File: src/rtl/tpwm_pkg.sv
// Package: shared types and helpers for the three-phase PWM timer.
// Assumes a prescaler of at most /64, so six phase bits are enough.
package tpwm_pkg;
    localparam int unsigned PRE_W = 6;

    typedef enum logic [1:0] {
        DIV1  = 2'd0,
        DIV4  = 2'd1,
        DIV16 = 2'd2,
        DIV64 = 2'd3
    } presc_e;

    // Low-bit mask that must be all ones in the prescaler phase for a tick.
    function automatic logic [PRE_W-1:0] presc_mask(presc_e sel);
        case (sel)
            DIV1:    return 6'd0;
            DIV4:    return 6'd3;
            DIV16:   return 6'd15;
            default: return 6'd63;
        endcase
    endfunction
endpackage

File: src/rtl/tpwm_cfg.sv
// Set-up register bank. Loads every field on a write strobe only while the
// counter is halted, and forwards the clear strobe only while halted.
// Assumes the strobes are synchronous to clk.
module tpwm_cfg #(
    parameter int unsigned CW  = 8,
    parameter int unsigned NPH = 3,
    localparam int unsigned ENW = 2*NPH + 1
) (
    input  logic              clk,
    input  logic              rst_n,
    input  logic              run,
    input  logic              we,
    input  logic              clr_req,
    input  logic [1:0]        presc_i,
    input  logic [CW-1:0]     prd_i,
    input  logic [NPH*CW-1:0] cmp_i,
    input  logic              pol_p_i,
    input  logic              pol_n_i,
    input  logic              tgl_en_i,
    input  logic [ENW-1:0]    en_i,
    output tpwm_pkg::presc_e  presc_o,
    output logic [CW-1:0]     prd_o,
    output logic [NPH*CW-1:0] cmp_o,
    output logic              pol_p_o,
    output logic              pol_n_o,
    output logic              tgl_en_o,
    output logic [ENW-1:0]    en_o,
    output logic              clr_o
);
    logic load;
    assign load  = we & ~run;
    assign clr_o = clr_req & ~run;

    // Capture the set-up fields on a halted write.
    always_ff @(posedge clk) begin
        if (!rst_n) begin
            presc_o  <= tpwm_pkg::DIV1;
            prd_o    <= '0;
            cmp_o    <= '0;
            pol_p_o  <= 1'b1;
            pol_n_o  <= 1'b1;
            tgl_en_o <= 1'b0;
            en_o     <= '0;
        end else if (load) begin
            presc_o  <= tpwm_pkg::presc_e'(presc_i);
            prd_o    <= prd_i;
            cmp_o    <= cmp_i;
            pol_p_o  <= pol_p_i;
            pol_n_o  <= pol_n_i;
            tgl_en_o <= tgl_en_i;
            en_o     <= en_i;
        end
    end


    cfg_frozen_chk: assert property (@(posedge clk) disable iff (!rst_n)
        run |=> ($stable(prd_o) && $stable(cmp_o) && $stable(en_o) && $stable(presc_o)));
endmodule

File: src/rtl/tpwm_tick.sv
// Prescaler. Produces a one-clock tick every 1, 4, 16 or 64 running clocks.
// Assumes the select changes only while halted; the phase holds when halted.
module tpwm_tick (
    input  logic             clk,
    input  logic             rst_n,
    input  logic             run,
    input  logic             clr,
    input  tpwm_pkg::presc_e sel,
    output logic             tick
);
    import tpwm_pkg::*;

    logic [PRE_W-1:0] phase_q;
    logic [PRE_W-1:0] mask;

    assign mask = presc_mask(sel);
    assign tick = run & ((phase_q & mask) == mask);

    // Advance the prescaler phase on running clocks.
    always_ff @(posedge clk) begin
        if (!rst_n || clr) begin
            phase_q <= '0;
        end else if (run) begin
            phase_q <= phase_q + PRE_W'(1);
        end
    end


    div_spacing_chk: assert property (@(posedge clk) disable iff (!rst_n)
        (tick && sel != DIV1) |=> !tick);
endmodule

File: src/rtl/tpwm_count.sv
// Period counter. Advances on ticks, returns to zero on the tick that finds
// it equal to the period, and flags that tick as the wrap event.
// Assumes the clear arrives only while halted.
module tpwm_count #(
    parameter int unsigned CW = 8
) (
    input  logic          clk,
    input  logic          rst_n,
    input  logic          tick,
    input  logic          clr,
    input  logic [CW-1:0] prd,
    output logic [CW-1:0] cnt,
    output logic          wrap
);
    assign wrap = tick & (cnt == prd);

    // Count ticks, wrapping at the period.
    always_ff @(posedge clk) begin
        if (!rst_n || clr) begin
            cnt <= '0;
        end else if (tick) begin
            cnt <= wrap ? '0 : cnt + CW'(1);
        end
    end


    cnt_step_chk: assert property (@(posedge clk) disable iff (!rst_n)
        (tick && !wrap && !clr) |=> (cnt == $past(cnt) + CW'(1)));

    cnt_wrap_chk: assert property (@(posedge clk) disable iff (!rst_n)
        wrap |=> (cnt == '0));

    cnt_hold_chk: assert property (@(posedge clk) disable iff (!rst_n)
        (!tick && !clr) |=> $stable(cnt));
endmodule

File: src/rtl/tpwm_phase.sv
// One phase state bit. Goes active on a wrap, inactive on its compare match,
// and inverts on a wrap when the compare equals the period.
// Assumes the compare value never exceeds the period.
module tpwm_phase #(
    parameter int unsigned CW = 8
) (
    input  logic          clk,
    input  logic          rst_n,
    input  logic          tick,
    input  logic          wrap,
    input  logic [CW-1:0] cnt,
    input  logic [CW-1:0] cmp,
    input  logic [CW-1:0] prd,
    output logic          state
);
    logic full_duty;
    assign full_duty = (cmp == prd);

    // Update the phase state on tick events.
    always_ff @(posedge clk) begin
        if (!rst_n) begin
            state <= 1'b0;
        end else if (tick) begin
            if (wrap && full_duty) begin
                state <= ~state;
            end else if (wrap) begin
                state <= 1'b1;
            end else if (cnt == cmp) begin
                state <= 1'b0;
            end
        end
    end


    rise_on_wrap_chk: assert property (@(posedge clk) disable iff (!rst_n)
        $rose(state) |-> $past(wrap));

    phase_hold_chk: assert property (@(posedge clk) disable iff (!rst_n)
        !tick |=> $stable(state));
endmodule

File: src/rtl/tri_pwm_top.sv
// Three-phase complementary PWM timer top. Joins the set-up bank, the
// prescaler, the shared period counter, one state bit per phase, the
// cycle-toggle bit and the polarity/enable output stage.
// Assumes each compare value is at most the period.
module tri_pwm_top #(
    parameter int unsigned CW  = 8,
    parameter int unsigned NPH = 3,
    localparam int unsigned ENW = 2*NPH + 1
) (
    input  logic              clk,
    input  logic              rst_n,
    input  logic              run,
    input  logic              cfg_we,
    input  logic              cfg_clr,
    input  logic [1:0]        cfg_presc,
    input  logic [CW-1:0]     cfg_period,
    input  logic [NPH*CW-1:0] cfg_cmp,
    input  logic              cfg_pol_p,
    input  logic              cfg_pol_n,
    input  logic              cfg_tgl_en,
    input  logic [ENW-1:0]    cfg_pin_en,
    output logic [NPH-1:0]    pha_p,
    output logic [NPH-1:0]    pha_n,
    output logic              cyc_tgl
);
    tpwm_pkg::presc_e  presc_q;
    logic [CW-1:0]     prd_q;
    logic [NPH*CW-1:0] cmp_q;
    logic              pol_p_q, pol_n_q, tgl_en_q;
    logic [ENW-1:0]    en_q;
    logic              clr, tick, wrap;
    logic [CW-1:0]     cnt;
    logic [NPH-1:0]    ph_state;
    logic              tgl_q;

    tpwm_cfg #(.CW(CW), .NPH(NPH)) u_cfg (
        .clk(clk), .rst_n(rst_n), .run(run), .we(cfg_we), .clr_req(cfg_clr),
        .presc_i(cfg_presc), .prd_i(cfg_period), .cmp_i(cfg_cmp),
        .pol_p_i(cfg_pol_p), .pol_n_i(cfg_pol_n), .tgl_en_i(cfg_tgl_en),
        .en_i(cfg_pin_en), .presc_o(presc_q), .prd_o(prd_q), .cmp_o(cmp_q),
        .pol_p_o(pol_p_q), .pol_n_o(pol_n_q), .tgl_en_o(tgl_en_q),
        .en_o(en_q), .clr_o(clr)
    );

    tpwm_tick u_tick (
        .clk(clk), .rst_n(rst_n), .run(run), .clr(clr), .sel(presc_q),
        .tick(tick)
    );

    tpwm_count #(.CW(CW)) u_count (
        .clk(clk), .rst_n(rst_n), .tick(tick), .clr(clr), .prd(prd_q),
        .cnt(cnt), .wrap(wrap)
    );

    for (genvar g = 0; g < NPH; g++) begin : g_phase
        tpwm_phase #(.CW(CW)) u_phase (
            .clk(clk), .rst_n(rst_n), .tick(tick), .wrap(wrap), .cnt(cnt),
            .cmp(cmp_q[g*CW +: CW]), .prd(prd_q), .state(ph_state[g])
        );

        // Output stage: polarity, then enable gating to the inactive level.
        assign pha_p[g] = en_q[g]       ? (pol_p_q ? ph_state[g] : ~ph_state[g]) : ~pol_p_q;
        assign pha_n[g] = en_q[NPH + g] ? (pol_n_q ? ~ph_state[g] : ph_state[g]) : ~pol_n_q;


        compl_pair_chk: assert property (@(posedge clk) disable iff (!rst_n)
            (en_q[g] && en_q[NPH + g] && (pol_p_q == pol_n_q)) |-> (pha_p[g] != pha_n[g]));
    end

    // Invert the cycle-toggle state on each wrap when enabled.
    always_ff @(posedge clk) begin
        if (!rst_n) begin
            tgl_q <= 1'b0;
        end else if (wrap && tgl_en_q) begin
            tgl_q <= ~tgl_q;
        end
    end

    assign cyc_tgl = en_q[2*NPH] & tgl_q;


    tgl_on_wrap_chk: assert property (@(posedge clk) disable iff (!rst_n)
        (tgl_q != $past(tgl_q)) |-> $past(wrap && tgl_en_q));
endmodule

File: config.mk
export PLATFORM = sky130hd
export DESIGN_NAME = tri_pwm_top
export DESIGN_NICKNAME = d
export VERILOG_FILES = /design/src/rtl/tpwm_pkg.sv /design/src/rtl/tpwm_cfg.sv /design/src/rtl/tpwm_tick.sv /design/src/rtl/tpwm_count.sv /design/src/rtl/tpwm_phase.sv /design/src/rtl/tri_pwm_top.sv
export SDC_FILE = /design/constraint.sdc
export NUM_CORES = 1
export LEC_CHECK = 0
export ABC_AREA = 1
export BUFFER_PORTS_ARGS = -buffer_cell sky130_fd_sc_hd__buf_2
export CAP_MARGIN = 20
export CORE_UTILIZATION = 40
export DETAILED_ROUTE_END_ITERATION = 12
export PLACE_DENSITY = 0.64
export SLEW_MARGIN = 20
export SYNTH_ARGS = -nofsm -noshare
export SYNTH_HDL_FRONTEND = slang
export SYNTH_SLANG_ARGS = --single-unit
File: constraint.sdc
create_clock -name clk -period 1.8 [get_ports clk]
set_clock_uncertainty 0.1 [all_clocks]
set_input_delay 0.54 -clock clk [delete_from_list [all_inputs] [get_ports clk]]
set_output_delay 0.54 -clock clk [all_outputs]
set_load 0.02 [all_outputs]
# == Yosys cells after proc, flatten, opt, wreduce, memory -nomap -nowiden ==
# Cells that the tools add are included.
# op_classes
reduce_logical,13
addsub,2
n_mux,23
eq_ne,10
bitwise_logic,13
# ops
cell,n
$eq A8 B8 Y1,7
$mux W1,21
$pmux W6 S3,1
$reduce_bool A3 Y1,3
$add A8 B1 Y8 const B,1
$mux W8,1
$not A1 Y1,7
$add A6 B1 Y6 const B,1
$and A6 B6 Y6,1
$eq A6 B6 Y1,1
$reduce_and A2 Y1,3
$and A1 B1 Y1,5
$logic_and A1 B1 Y1,4
$eq A2 B1 Y1 const B,1
$eq A2 B2 Y1 const B,1
$logic_not A2 Y1,1
$logic_not A1 Y1,1
$logic_or A1 B1 Y1,1
# totals
regBits,62

# == Longest topological paths before layout ==
# Gate-level depths: netlist of the first run.
# depth
ltp_word,9
mapped_depth,12

# == Modules after synthesis ==
# Synthesis of the first run repeated with hierarchy kept, for this count alone.
# hier_totals
cells_unflattened,669
hier_area_um2,3927.5
# modules_own_cells
mod,area_per_inst_um2,cells_each,seq_area_each_um2,n_inst
tpwm_cfg,1891.8,284,880.8,1
tpwm_phase,309.0,65,20.0,3
tpwm_count,584.3,102,160.2,1
tpwm_tick,340.3,46,120.1,1
tri_pwm_top,183.9,42,20.0,1

# == Worst setup path after synthesis of the first run ==
# OpenSTA, ideal clock, no wires.
# synth_path
path_type,input to register
startpoint,input run
endpoint,register u_cfg.pol_n_o
setup_ps,136
path_slack_ps,373
required_ps,1564
stages,5
arrival_time_ps,1191
path_buffers,1
path_cell_list,inv_2 -> nand2_2 -> inv_2 -> clkbuf_1 -> o211ai_1
# synth_between
elab_chain_cells,2
# synth_rtl
item,line_no,source
from (decl),tri_pwm_top.sv:12,"input logic run,"
$not A1 Y1,tpwm_cfg.sv:31,assign load = we & ~run;
$and A1 B1 Y1,tpwm_cfg.sv:31,
to (signal assigned),tpwm_cfg.sv:49,pol_n_o <= pol_n_i;
to (decl),tpwm_cfg.sv:25,"output logic pol_n_o,"
# Every way passes these cells.
# A chain may end at the register's enable or synchronous reset.

# == Final worst setup path of the first run ==
# layout_path
startpoint,register g_phase[2].u_phase.state
endpoint,output pha_n[2]
# layout_between
elab_chain_cells,3
# layout_rtl
item,line_no,source
from (decl),tpwm_phase.sv:14,output logic state
from (signal assigned),tpwm_phase.sv:25,state <= ~state;
$not A1 Y1,tri_pwm_top.sv:63,assign pha_n[g] = en_q[NPH + g] ? (pol_n_q ? ~ph_state[g] : ph_state[g]) : ~pol_n_q;
$mux W1 (*) (2 in a row),tri_pwm_top.sv:63,
to (decl),tri_pwm_top.sv:23,"output logic [NPH-1:0] pha_n,"
# Mark *: on every way between the ends. The rest lies on a longest branch, timed or not.

==> results of run 1 <==
registers in the layout, summed over array words and instances, names as in the netlist:
name	count
tgl_q	1
u_cfg.presc_o	2
g_phase.u_phase.state	3
u_count.cnt	8
u_tick.phase_q	6
u_cfg.pol_p_o	1
u_cfg.prd_o	8
u_cfg.pol_n_o	1
u_cfg.tgl_en_o	1
u_cfg.en_o	7
u_cfg.cmp_o	24
cell usage after synthesis (4+ instances only):
| master | n | area share |
|---|---|---|
| buf_4 | 6 | 0.013 |
| dfxtp_1 | 62 | 0.36 |
| clkbuf_1 | 12 | 0.013 |
| xor2_1 | 10 | 0.026 |
| nand2_2 | 4 | 0.0073 |
| inv_1 | 56 | 0.061 |
| nand3_1 | 20 | 0.029 |
| inv_2 | 7 | 0.0077 |
| nor2_1 | 80 | 0.088 |
| nand2_1 | 142 | 0.16 |
| nor2_2 | 5 | 0.0091 |
| a21oi_1 | 30 | 0.044 |
| o21ai_0 | 50 | 0.073 |
| xnor2_1 | 26 | 0.067 |
| nor3_1 | 4 | 0.0058 |
cells in the final DEF (no fill, tap or decap), types with 2 or more instances in the layout:
cell / n
nand2_1: 138
nor3_1: 4
dfxtp_1: 58
clkinv_2: 2
o21ai_0: 50
xor2_1: 9
nand2_2: 8
xnor2_1: 26
ha_1: 2
buf_6: 5
inv_2: 11
o21ai_1: 2
nor2_1: 80
nand3_1: 20
nor2_4: 2
nor2_2: 6
nand4_1: 2
inv_1: 51
clkbuf_8: 12
buf_2: 50
a21oi_1: 30
dfxtp_4: 3
buf_4: 27
o211ai_1: 2
routing by layer:
metal	vias up	wire length, um	track usage
met1	1534	4290	0.302
met5	-	0	0
met3	13	538	0.0282
met2	89	4460	0.361
met4	0	165	0.102
li1	1781	-	-
how the worst min path moves through the flow:
stage,cells past startpoint,from,to
floorplan,2,u_tick.phase_q[5]$_SDFFE_PP0P_,u_tick.phase_q[5]$_SDFFE_PP0P_
global placement,2,u_tick.phase_q[5]$_SDFFE_PP0P_,u_tick.phase_q[5]$_SDFFE_PP0P_
detailed placement,2,u_tick.phase_q[5]$_SDFFE_PP0P_,u_tick.phase_q[5]$_SDFFE_PP0P_
CTS,3,cfg_pol_n,u_cfg.pol_n_o$_SDFFE_PN1P_
global route,3,cfg_pol_n,u_cfg.pol_n_o$_SDFFE_PN1P_
finish,3,cfg_pol_n,u_cfg.pol_n_o$_SDFFE_PN1P_
area by class of cell:
class,count,area [um^2],share of cell area
multi-input combinational,384,1850,0.442
sequential,62,1250,0.299
timing repair buffer,83,529,0.126
inverter,63,239,0.0570
clock buffer,12,165,0.0394
tap,105,131,0.0313
clock inverter,3,18.8,0.00448
worst register-to-register path, stage by stage, from the launching register on:
cell	delay, ns
dfxtp_1	0.45
inv_1	0.15
nand2_1	0.09
nand2_1	0.05
nor2_1	0.14
nand2_1	0.11
nor2_4	0.18
nand2_4	0.08
nand2_2	0.14
o21ai_1	0.08
cells by family (layout without fill, tap and decap cells):
family                   after synthesis  count (layout)  synth area share
adder cells (fa/ha/maj)                2               2           0.00731
AND/OR/NAND/NOR                      260             261             0.308
flip-flops                            62              62             0.363
buffers and inverters                 85             161             0.103
AO/OA/AOI/OAI                         85              85             0.127
XOR/XNOR                              36              36            0.0921
power breakdown:
| group | switching [uW] | internal, uW |
|---|---|---|
| clock network | 556 | 602 |
| logic | 373 | 274 |
| registers | 78.6 | 1450 |
through the flow:
step            util  hold slack [ns]  power (uW)
2_1_floorplan      -            0.337        1950
3_3_place_gp   0.472            0.357        2150
3_5_place_dp   0.472            0.363        2160
4_1_cts        0.500            0.299        3320
5_1_grt        0.508            0.323        3490
6_report       0.508            0.306        3330
repair_timing:
| item | 4_1_cts | 5_1_grt |
|---|---|---|
| endpoints found under the setup margin | 6 | 10 |
| pin swaps | 0 | 3 |
| setup buffers | 2 | 3 |
| hold buffers | 0 | 0 |
| gates cloned | 0 | 1 |
| resized for setup | 16 | 12 |
==> results_dict.tcl, run 1 <==
set metrics [dict create \
    status "finished with violations" \
    min_period_ns 1.80 \
    grt_setup_unrepaired "true" \
    synth-edff-count 0 \
    die_w_um 94.5 \
    drcViolationCount 0 \
    post_dp_cell_area_um2 3900 \
    wl_per_cell_um 13.3 \
    worst_pin_slew_ns 0.455 \
    syn_inst 530 \
    fin_crit_sh 1.00 \
    antenna_left 0 \
    setup_slack_ns -0.00253 \
    dr.pass1.iters 5 \
    core.rowCount 33 \
    insertion_delay_ns 0.36 \
    cp.depth 5 \
    grt_pass1_wl_um 15000 \
    initial_utilization 0.415 \
    violations "setup timing" \
    hp-class "in2reg" \
    cp_cell_sequence "inv_2, nand2_2, xor2_2, inv_1, buf_6" \
    final_nets 654 \
    core_um2 8260 \
    critPathLaunch "g_phase[2].u_phase.state$_SDFFE_PN0P_" \
    overflow 0 \
    placed_cells 691 \
    area_delta_synth_final_pct 22.4 \
    h-tree-depth 3 \
    clk_path_buf_depth 2 \
    final_cells 712 \
    ys_seq_elements 62 \
    ys_warn_count 0 \
    cts_tree "done" \
    slew_viol_final 0 \
    pin_count 56 \
    setup.worst_path.end "pha_n[2]" \
    finalHoldViolCount 0 \
    drtIter0Drc 268 \
    avgSynthCellArea_um2 6.46 \
    timing.fmax_mhz 555 \
    dp_slack_ns 0.0356 \
    vias_per_cell 4.80 \
    routabilityCongestion 0.921 \
    routed_wl_um 9450 \
    clock-root-buffer "clkbuf_8" \
    slowest_stage "dfxtp_4" \
    r2r_cells 9 \
    synth_cell_type_count 25 \
    cp_top_family "flip-flops" \
    p_per_area_nw_per_um2 795 \
    path_class "reg2out" \
    synth_ff_type "dfxtp_1" \
    yosysSeqAreaShare 0.363 \
    drv_cap 0 \
    antenna_found_initial 0 \
    crit_required_ns 1.16 \
    die_h_um 94.5 \
    arrival_ns 1.16 \
    setup_viol 1 \
    dp_hpwl_um 7060 \
    n_fill_cell 864 \
    ir_drop_v 0.000449 \
    crit_buf_inv 3 \
    antennaDiodeCount 0 \
    cts.clk_slew.worst_paths_ns 0.08 \
    final_cell_area_um2 4190 \
    grt_pass1_vias 3112 \
    timing.rr.end "u_count.cnt[1]$_SDFFE_PP0P_" \
    crit_path_max_incr_delay_ns 0.38 \
    vias 3417 \
    p_leak_uw 0.00197 \
    cp-start-kind "register" \
    layout-drive-gt1-share 0.219 \
    r2r_setup_slack_ns 0.11 \
    cts-buffers-inserted 9 \
    end_kind "output pin" \
    syn_area_um2 3420 \
    tns_ns -0.00253 \
    async_flop_share 0 \
    portBuffers 55 \
    grt_usage 0.226 \
    die_area_um2 8930 \
    critPathMaxFanout 4 \
    rr_startpoint "u_cfg.prd_o[2]$_SDFFE_PN0P_" \
    syn_nets 581 \
    grt_max_degree 49 \
    slew-limit-headroom 0.696 \
    clkSinkCount 62 \
]
Power figures use the tool's default switching activity.
==> run 2: changes to the inputs <==
REMOVE_ABC_BUFFERS = 1   (was default)
==> run 2 against run 1 <==
The run now ends clean; critical path depth stayed put; worst hold slack better by 0.010 ns; via count is 1.2% lower; first-iteration DRC count is 45% lower; sequential power hardly changed; die area stayed put; final area is 0.21% lower; flip-flop and latch count stayed put; wire length is 4.2% lower; critical endpoint is now pha_n[0]; largest cell class unchanged.
==> results_dict.tcl, run 2 (synthesized netlist as in run 1, its figures left out) <==
set metrics [dict create \
    status "completed" \
    vias 3376 \
    antennaDiodeCount 0 \
    rr_startpoint "u_cfg.prd_o[5]$_SDFFE_PN0P_" \
    ir_drop_v 0.000488 \
    final_nets 648 \
    cp-start-kind "register" \
    routabilityCongestion 0.897 \
    timing.fmax_mhz 562 \
    layout_commonest_cell "nand2_1" \
    finalHoldViolCount 0 \
    cts-buffers-inserted 9 \
    drcViolationCount 0 \
    die_h_um 94.5 \
    dp_hpwl_um 7090 \
    grt_pass1_wl_um 14600 \
    routed_wl_um 9050 \
    p_per_area_nw_per_um2 818 \
    placed_cells 688 \
    drtIter0Drc 147 \
    hp-class "in2reg" \
    antenna_left 0 \
    slew-limit-headroom 0.783 \
    n_fill_cell 866 \
    holdCritStartpoint "cfg_pol_p" \
    grt_usage 0.218 \
    critPathMaxFanout 3 \
    initial_utilization 0.415 \
    end_kind "output pin" \
    crit_required_ns 1.16 \
    antenna_found_initial 0 \
    dr.pass1.iters 4 \
    cts_hold_buf 0 \
    area_delta_synth_final_pct 22.2 \
    clock-root-buffer "clkbuf_8" \
    grt_setup_unrepaired "true" \
    clkSinkCount 62 \
    routed.top_layer "met4" \
    utilization 0.507 \
    p_leak_uw 0.00195 \
    final_cell_mix "136 x nand2_1, 80 x nor2_1, 57 x dfxtp_1" \
    grt_pass1_vias 3100 \
    portBuffers 55 \
    grt_max_degree 32 \
    arrival_ns 1.14 \
    critPathLaunch "g_phase[0].u_phase.state$_SDFFE_PN0P_" \
    die_w_um 94.5 \
    h-tree-depth 3 \
    pin_count 56 \
    met1_length_um 4230 \
    fin_crit_sh 0.988 \
    final_cells 707 \
    min_period_ns 1.78 \
    layout-drive-gt1-share 0.213 \
    vias_per_cell 4.78 \
    largest_register_ffs 24 \
    core.rowCount 33 \
    cts.clk_slew.worst_paths_ns 0.07 \
    path_class "reg2out" \
    drv_cap 0 \
    slew_viol_final 0 \
    top_register "u_cfg.cmp_o" \
    worst_pin_slew_ns 0.323 \
    tns_ns 0 \
    setup_viol 0 \
    dr_wl_met2_um 4260 \
    wl_met3_um 353 \
    largestRegisters "u_cfg.cmp_o x24, u_cfg.prd_o x8, u_count.cnt x8" \
    wl_per_cell_um 12.8 \
    overflow 0 \
    clk_path_buf_depth 2 \
    die_area_um2 8930 \
    cts_tree "done" \
    core_um2 8260 \
    insertion_delay_ns 0.35 \
]
## run 2: cell count changes in the layout (fill, tap and decap cells not counted), moves of 2 or more
cell,before,now
buf_4,27,21
clkbuf_1,0,2
nand2_1,138,136
nand2_2,8,10
## run 2: worst paths after layout
path | endpoint | slack (ns) | cells after the start
worst min-delay path | u_cfg.pol_p_o$_SDFFE_PN1P_ | 0.32 | 3
worst max register to register | u_count.cnt[1]$_SDFFE_PP0P_ | 0.21 | 9
worst min register to register | u_tick.phase_q[5]$_SDFFE_PP0P_ | 0.37 | 2
worst max-delay path | pha_n[0] | 0.02 | 5
## run 2: where the power goes
group	internal, uW	switching [uW]	total, uW
Combinational	267	363	630
Clock	714	548	1260
Sequential	1450	81.0	1530
Total	2430	993	3420
## run 2: layer usage
metal,track usage,up-vias
met5,0,-
met4,0.0909,0
met3,0.0427,18
met2,0.366,87
met1,0.272,1502
li1,-,1769
## run 2: through the flow
step	setup slack [ns]	power, uW	hold slack [ns]	area (um^2)
after global routing	-0.0423	3600	0.322	4180
after CTS	-0.0101	3430	0.303	4120
after detailed placement	0.157	2160	0.363	3890
after global placement	0.156	2150	0.362	3890
after floorplan	0.0346	1920	0.337	3310
final	0.0221	3420	0.316	4180
## run 2: cell type report
type                            instances  area (um^2)  area share
Clock inverter                          3         42.5      0.0102
Multi-Input combinational cell        383         1850       0.441
Sequential cell                        62         1250       0.300
Inverter                               63          239      0.0571
Timing Repair Buffer                   78          510       0.122
Clock buffer                           13          159      0.0380
Tap cell                              105          131      0.0314
## run 2: critical path, cell delays in order, from the launching register on
cell	delay [ns]
dfxtp_4	0.37
inv_2	0.04
nand2_2	0.05
xor2_1	0.15
inv_1	0.07
buf_6	0.13
## run 2: what timing repair did
action,CTS,global route
endpoints found under the setup margin,6,6
pin swaps,0,5
resized for setup,9,23
setup buffers,2,1
